===== src/rtl/filt_pkg.sv =====
package filt_pkg;
  localparam int BUSY_BIT = 11;
  localparam int MAP_BASE = 2;

  typedef struct packed {
    logic       wrMask;
    logic       wrRef;
    logic       wrEnable;
    logic       sample;
    logic [7:0] slot;
  } filtStrobe_t;
endpackage


===== src/rtl/filt_ctrl.sv =====
module filt_ctrl
  import filt_pkg::*;
#(
  parameter int NUM_FILT = 4,
  parameter int ADDR_W   = 5
) (
  input  logic                clk,
  input  logic                rstN,
  input  logic                regWe,
  input  logic [ADDR_W-1:0]   regAddr,
  input  logic                idValid,
  input  logic [NUM_FILT-1:0] enVec,
  output filtStrobe_t         strb,
  output logic                busy
);
  localparam int LAST_ADDR = MAP_BASE + 2 * NUM_FILT;

  logic [31:0] addrExt;
  logic        inFilt;
  logic [7:0]  slotIdx;
  logic        slotOn;
  logic        locked;

  assign addrExt = 32'(regAddr);
  assign inFilt  = (addrExt >= 32'(MAP_BASE)) && (addrExt < 32'(LAST_ADDR));
  assign slotIdx = 8'((addrExt - 32'(MAP_BASE)) >> 1);

  always_comb begin
    slotOn = 1'b0;
    for (int k = 0; k < NUM_FILT; k++) begin
      if (slotIdx == 8'(k)) slotOn = enVec[k];
    end
  end

  assign locked = slotOn || busy;

  always_comb begin
    strb          = '0;
    strb.slot     = slotIdx;
    strb.sample   = idValid;
    strb.wrEnable = regWe && (addrExt == 32'd0);
    strb.wrMask   = regWe && inFilt && !regAddr[0] && !locked;
    strb.wrRef    = regWe && inFilt &&  regAddr[0] && !locked;
  end

  always_ff @(posedge clk or negedge rstN) begin
    if (!rstN) busy <= 1'b0;
    else       busy <= idValid;
  end

  p_busy_after_strobe_r7: assert property (@(posedge clk) disable iff (!rstN)
    idValid |=> busy);
  p_busy_clears_r7: assert property (@(posedge clk) disable iff (!rstN)
    !idValid |=> !busy);
  p_no_write_busy_r7: assert property (@(posedge clk) disable iff (!rstN)
    busy |-> !(strb.wrMask || strb.wrRef));
endmodule


===== src/rtl/filt_datapath.sv =====
module filt_datapath
  import filt_pkg::*;
#(
  parameter int NUM_FILT = 4,
  parameter int ADDR_W   = 5,
  parameter int ID_W     = 32
) (
  input  logic                clk,
  input  logic                rstN,
  input  filtStrobe_t         strb,
  input  logic [31:0]         regWdata,
  input  logic [ADDR_W-1:0]   regAddr,
  input  logic                busy,
  input  logic [ID_W-1:0]     idWord,
  output logic [NUM_FILT-1:0] enVec,
  output logic                decision,
  output logic [31:0]         regRdata
);
  logic [ID_W-1:0]     maskR [NUM_FILT];
  logic [ID_W-1:0]     refR  [NUM_FILT];
  logic [NUM_FILT-1:0] hit;
  logic [31:0]         addrExt;

  assign addrExt = 32'(regAddr);

  always_ff @(posedge clk or negedge rstN) begin
    if (!rstN)              enVec <= '0;
    else if (strb.wrEnable) enVec <= regWdata[NUM_FILT-1:0];
  end

  for (genvar k = 0; k < NUM_FILT; k++) begin : g_filt
    always_ff @(posedge clk or negedge rstN) begin
      if (!rstN) begin
        maskR[k] <= '0;
        refR[k]  <= '0;
      end else begin
        if (strb.wrMask && strb.slot == 8'(k)) maskR[k] <= ID_W'(regWdata);
        if (strb.wrRef  && strb.slot == 8'(k)) refR[k]  <= ID_W'(regWdata);
      end
    end

    assign hit[k] = ((idWord ^ refR[k]) & maskR[k]) == '0;

    p_mask_locked_r6: assert property (@(posedge clk) disable iff (!rstN)
      enVec[k] |=> $stable(maskR[k]));
    p_ref_locked_r6: assert property (@(posedge clk) disable iff (!rstN)
      enVec[k] |=> $stable(refR[k]));
  end

  always_ff @(posedge clk or negedge rstN) begin
    if (!rstN)            decision <= 1'b0;
    else if (strb.sample) decision <= (enVec == '0) || |(hit & enVec);
  end

  always_comb begin
    regRdata = '0;
    if (addrExt == 32'd0) regRdata = 32'(enVec);
    if (addrExt == 32'd1) regRdata[BUSY_BIT] = busy;
    for (int k = 0; k < NUM_FILT; k++) begin
      if (addrExt == 32'(MAP_BASE + 2 * k))     regRdata = 32'(maskR[k]);
      if (addrExt == 32'(MAP_BASE + 2 * k + 1)) regRdata = 32'(refR[k]);
    end
  end

  p_accept_all_r4: assert property (@(posedge clk) disable iff (!rstN)
    (strb.sample && enVec == '0) |=> decision);
endmodule


===== src/rtl/id_filter_bank.sv =====
module id_filter_bank
  import filt_pkg::*;
#(
  parameter int NUM_FILT = 4,
  parameter int ADDR_W   = 5,
  parameter int ID_W     = 32
) (
  input  logic              clk,
  input  logic              rstN,
  input  logic              regWe,
  input  logic [ADDR_W-1:0] regAddr,
  input  logic [31:0]       regWdata,
  output logic [31:0]       regRdata,
  input  logic              idValid,
  input  logic [ID_W-1:0]   idWord,
  output logic              keepPulse,
  output logic              dropPulse
);
  filtStrobe_t         strb;
  logic                busy;
  logic                decision;
  logic [NUM_FILT-1:0] enVec;

  filt_ctrl #(.NUM_FILT(NUM_FILT), .ADDR_W(ADDR_W)) u_ctrl (
    .clk(clk), .rstN(rstN), .regWe(regWe), .regAddr(regAddr),
    .idValid(idValid), .enVec(enVec), .strb(strb), .busy(busy)
  );

  filt_datapath #(.NUM_FILT(NUM_FILT), .ADDR_W(ADDR_W), .ID_W(ID_W)) u_dp (
    .clk(clk), .rstN(rstN), .strb(strb), .regWdata(regWdata),
    .regAddr(regAddr), .busy(busy), .idWord(idWord), .enVec(enVec),
    .decision(decision), .regRdata(regRdata)
  );

  assign keepPulse = busy &&  decision;
  assign dropPulse = busy && !decision;

  p_one_result_r8: assert property (@(posedge clk) disable iff (!rstN)
    $onehot0({keepPulse, dropPulse}));
  p_result_follows_r8: assert property (@(posedge clk) disable iff (!rstN)
    idValid |=> (keepPulse || dropPulse));
endmodule


===== config.mk =====
export PLATFORM = sky130hd
export DESIGN_NAME = id_filter_bank
export DESIGN_NICKNAME = d
export VERILOG_FILES = /design/src/rtl/filt_pkg.sv /design/src/rtl/filt_ctrl.sv /design/src/rtl/filt_datapath.sv /design/src/rtl/id_filter_bank.sv
export SDC_FILE = /design/constraint.sdc
export NUM_CORES = 1
export LEC_CHECK = 0
export BUFFER_PORTS_ARGS = -buffer_cell sky130_fd_sc_hd__buf_4
export CORE_MARGIN = 3
export CORE_UTILIZATION = 50
export DETAILED_ROUTE_END_ITERATION = 8
export MAX_ROUTING_LAYER = met4
export PLACE_DENSITY = 0.68
export SLEW_MARGIN = 20
export SYNTH_ARGS = -nofsm -noshare
export SYNTH_HDL_FRONTEND = slang
export SYNTH_SLANG_ARGS = --single-unit

===== constraint.sdc =====
create_clock -name clk -period 4.5 [get_ports clk]
set_input_delay 0.9 -clock clk [delete_from_list [all_inputs] [get_ports clk]]
set_output_delay 0.9 -clock clk [all_outputs]
set_load 0.01 [all_outputs]

==> out/qor.yml <==
flow_run:
  cap_violations: 0
placement:
  io_buffers: 106
  placed_cells: 1563
  routabilityCongestion: 0.921
  dp_hpwl_um: 30600
final_layout:
  multi_input_area_um2: 6880
  diodes: 0
  synthToLayoutAreaGrowth_pct: 17.1
  nNetsFinal: 1326
  fin_cells: 1615
  seq_area_um2: 6560
  fill_cells: 2204
  layout-drive-gt1-share: 0.367
outcome:
  status: "finished, final reports clean"
route:
  viasPerCell: 6.41
  dr.pass1.iters: 5
  routed_wl_um: 43900
  dr.first_iter.drc_count: 996
  vias: 10400
  drtAntennaViolNets: 0
  avgRoutedWirePerCell_um: 27.2
  drc: 0
timing:
  fmax_ghz: 0.253
  fin_crit_sh: 0.879
  worstMarginPinSlew_ps: 847
  slew_headroom: 0.435
  finalHoldViolations: 0
  slew_violations: 0
  fin_skew_ps: 9.10
  min_period_ps: 3960
  hold_ws_ps: 375
  fin_tns_setup_ps: 0
  rsz0062_at_grt: "false"
  setup_violations: 0
logic_synthesis:
  synth_edf_count: 0
  yosys.area.top_type: "dfrtp_1"
  synthArstFlopShare: 1.00
  yosysTopAreaCellShare: 0.478
  yosysSeqAreaShare: 0.478
  synth_area_per_cell_um2: 12.0
  synthCells: 1141
  syn-cell-area_um2: 13700
  synth_cell_types: 49
  syn-num-nets: 1214
  ys_ff_latch: 262
  yosys_warnings: 0
  ys.flop_type: "dfrtp_1"
  synthTopCellsByArea: "dfrtp_1, mux2_2, xor2_1"
power_and_ir_drop:
  power_density_nw_per_um2: 361
  power.internal_mw: 4.28
  seqPwrFrac: 0.453
  p_sw_frac: 0.262
  vdd_drop_max_uv: 262
  p_sw_mw: 1.52
  p_leak_nw: 7.92
  power_frac_comb: 0.121
  clkPwrFrac: 0.426
clock_network:
  root_buffer: "clkbuf_16"
  path_clk_slew_ps: 60
  cts_tree: "done"
  htree_levels: 1
  cts_setup_buffers: 0
  cts_buffers: 29
  cts_buffer_depth: 3
  clock_latency_ps: 550
  clkSinkCount: 262
  cts_hold_buf: 0
  cts_resized: 0
floorplanning:
  die_height_um: 172
  dieArea_um2: 29500
  die_w_um: 172
  core.rowCount: 60
  start_util: 0.509
  core_region_area_um2: 27000
  pin_count: 107
grt:
  antenna_found_initial: 0
  grt_overflow: 0
  grt_pass1_vias: 10300
  grt_pass1_wl_um: 65300
  grt_max_degree: 101
  grtUsageTotal: 0.304
worst_setup_path:
  r2r_setup_slack_ps: 1710
  crit_arrival_ps: 3060
  setup.worst_path.end_class: "output port"
  reg2reg_depth: 7
  cp_max_fo: 11
  worstReg2RegEnd: "u_dp.refR[90]$_DFFE_PN0P_"
  start_kind: "input pin"
  critical_path_class: "in2out"
  timing.rr.start: "u_dp.enVec[2]$_DFFE_PN0P_"
  cp.required_ps: 3600
  cp-endpoint: "regRdata[18]"
  crit_start: "regAddr[2]"
worst_hold_path:
  hp-class: "in2async"
==> per-layer routing <==
| metal | part of all wire | wire, um | track usage |
|---|---|---|---|
| met1 | 0.42 | 18400 | 0.409 |
| met2 | 0.47 | 20600 | 0.471 |
| met3 | 0.076 | 3350 | 0.0591 |
| met4 | 0.034 | 1500 | 0.0934 |
| met5 | 0 | 0 | - |
==> critical path, stage by stage <==
cell and delay (ps):
buf_4 150, or3b_1 710, buf_4 340, a211oi_1 260, o21ai_0 170, a21oi_1 160, a211oi_1 60, o21ai_1 150
buf_4 140
==> power by group through the flow <==
stage / Clock [mW] / Sequential (mW) / Combinational (mW)
floorplan: 0 / 2.61 / 0.366
global placement: 0 / 2.66 / 0.686
detailed placement: 0 / 2.66 / 0.692
CTS: 2.49 / 2.62 / 0.697
global route: 2.58 / 2.64 / 0.752
finish: 2.47 / 2.63 / 0.702
==> cell usage in the layout (no fill, tap or decap), drive strengths merged, types with 11 or more instances in the layout <==
cell type	synthesis	layout
a221oi	31	31
a222oi	16	16
clkbuf	21	45
a31oi	15	15
mux2i	26	26
a21oi	37	37
mux2	269	269
dfrtp	262	262
a22o	19	19
o21ai	29	29
nor2	67	67
nand4	16	16
buf	43	145
nand2b	11	11
xor2	128	128
a211oi	23	23
a22oi	36	36
nor3	11	11
nand2	38	38
==> Yosys cell counts (23+ instances only) <==
library cell,n
buf_2,25
mux2i_1,26
xor2_1,128
a21oi_1,37
mux2_2,262
dfrtp_1,262
nor2_1,63
a221oi_1,31
nand2_1,38
a22oi_1,36
o21ai_0,24
a211oi_1,23
==> sequential cells by signal, indices dropped and copies added, names as in the netlist <==
name / cells
u_dp.refR: 128
u_dp.decision: 1
u_dp.enVec: 4
u_dp.maskR: 128
u_ctrl.busy: 1
==> worst min-delay path by stage <==
stage	from	endpoint	slack, ps	cells after the start
2_1_floorplan	u_dp.maskR[109]$_DFFE_PN0P_	u_dp.maskR[109]$_DFFE_PN0P_	480	1
3_5_place_dp	u_dp.maskR[98]$_DFFE_PN0P_	u_dp.maskR[98]$_DFFE_PN0P_	510	1
3_3_place_gp	u_dp.maskR[127]$_DFFE_PN0P_	u_dp.maskR[127]$_DFFE_PN0P_	510	1
6_report	rstN	u_dp.maskR[99]$_DFFE_PN0P_	370	1
4_1_cts	rstN	u_dp.maskR[99]$_DFFE_PN0P_	430	1
5_1_grt	rstN	u_dp.maskR[99]$_DFFE_PN0P_	460	1
==> logic make-up after synthesis <==
group,Yosys count,share of synthesized area
AO/OA/AOI/OAI,219,0.114
XOR/XNOR,129,0.0823
buffers and inverters,65,0.0233
flip-flops,262,0.478
multiplexers,296,0.241
AND/OR/NAND/NOR,170,0.0609
==> stage by stage <==
step | worst slack (ps) | power [mW] | utilization | area (um^2)
3_5_place_dp | 636 | 3.36 | 0.559 | 15100
5_1_grt | 445 | 5.97 | 0.596 | 16100
6_report | 543 | 5.80 | 0.596 | 16100
4_1_cts | 587 | 5.81 | 0.596 | 16100
3_3_place_gp | 636 | 3.35 | 0.559 | 15100
2_1_floorplan | 1140 | 2.98 | - | 13700
==> layout make-up <==
type                       instances  share of cell area
clock buffer                      45              0.0564
clock inverter                     7             0.00568
inverter                           1            0.000234
multi-input combinational        814               0.428
sequential                       262               0.408
tap                              341              0.0265
timing repair buffer             145              0.0752
(Power assumes the default switching activity.)
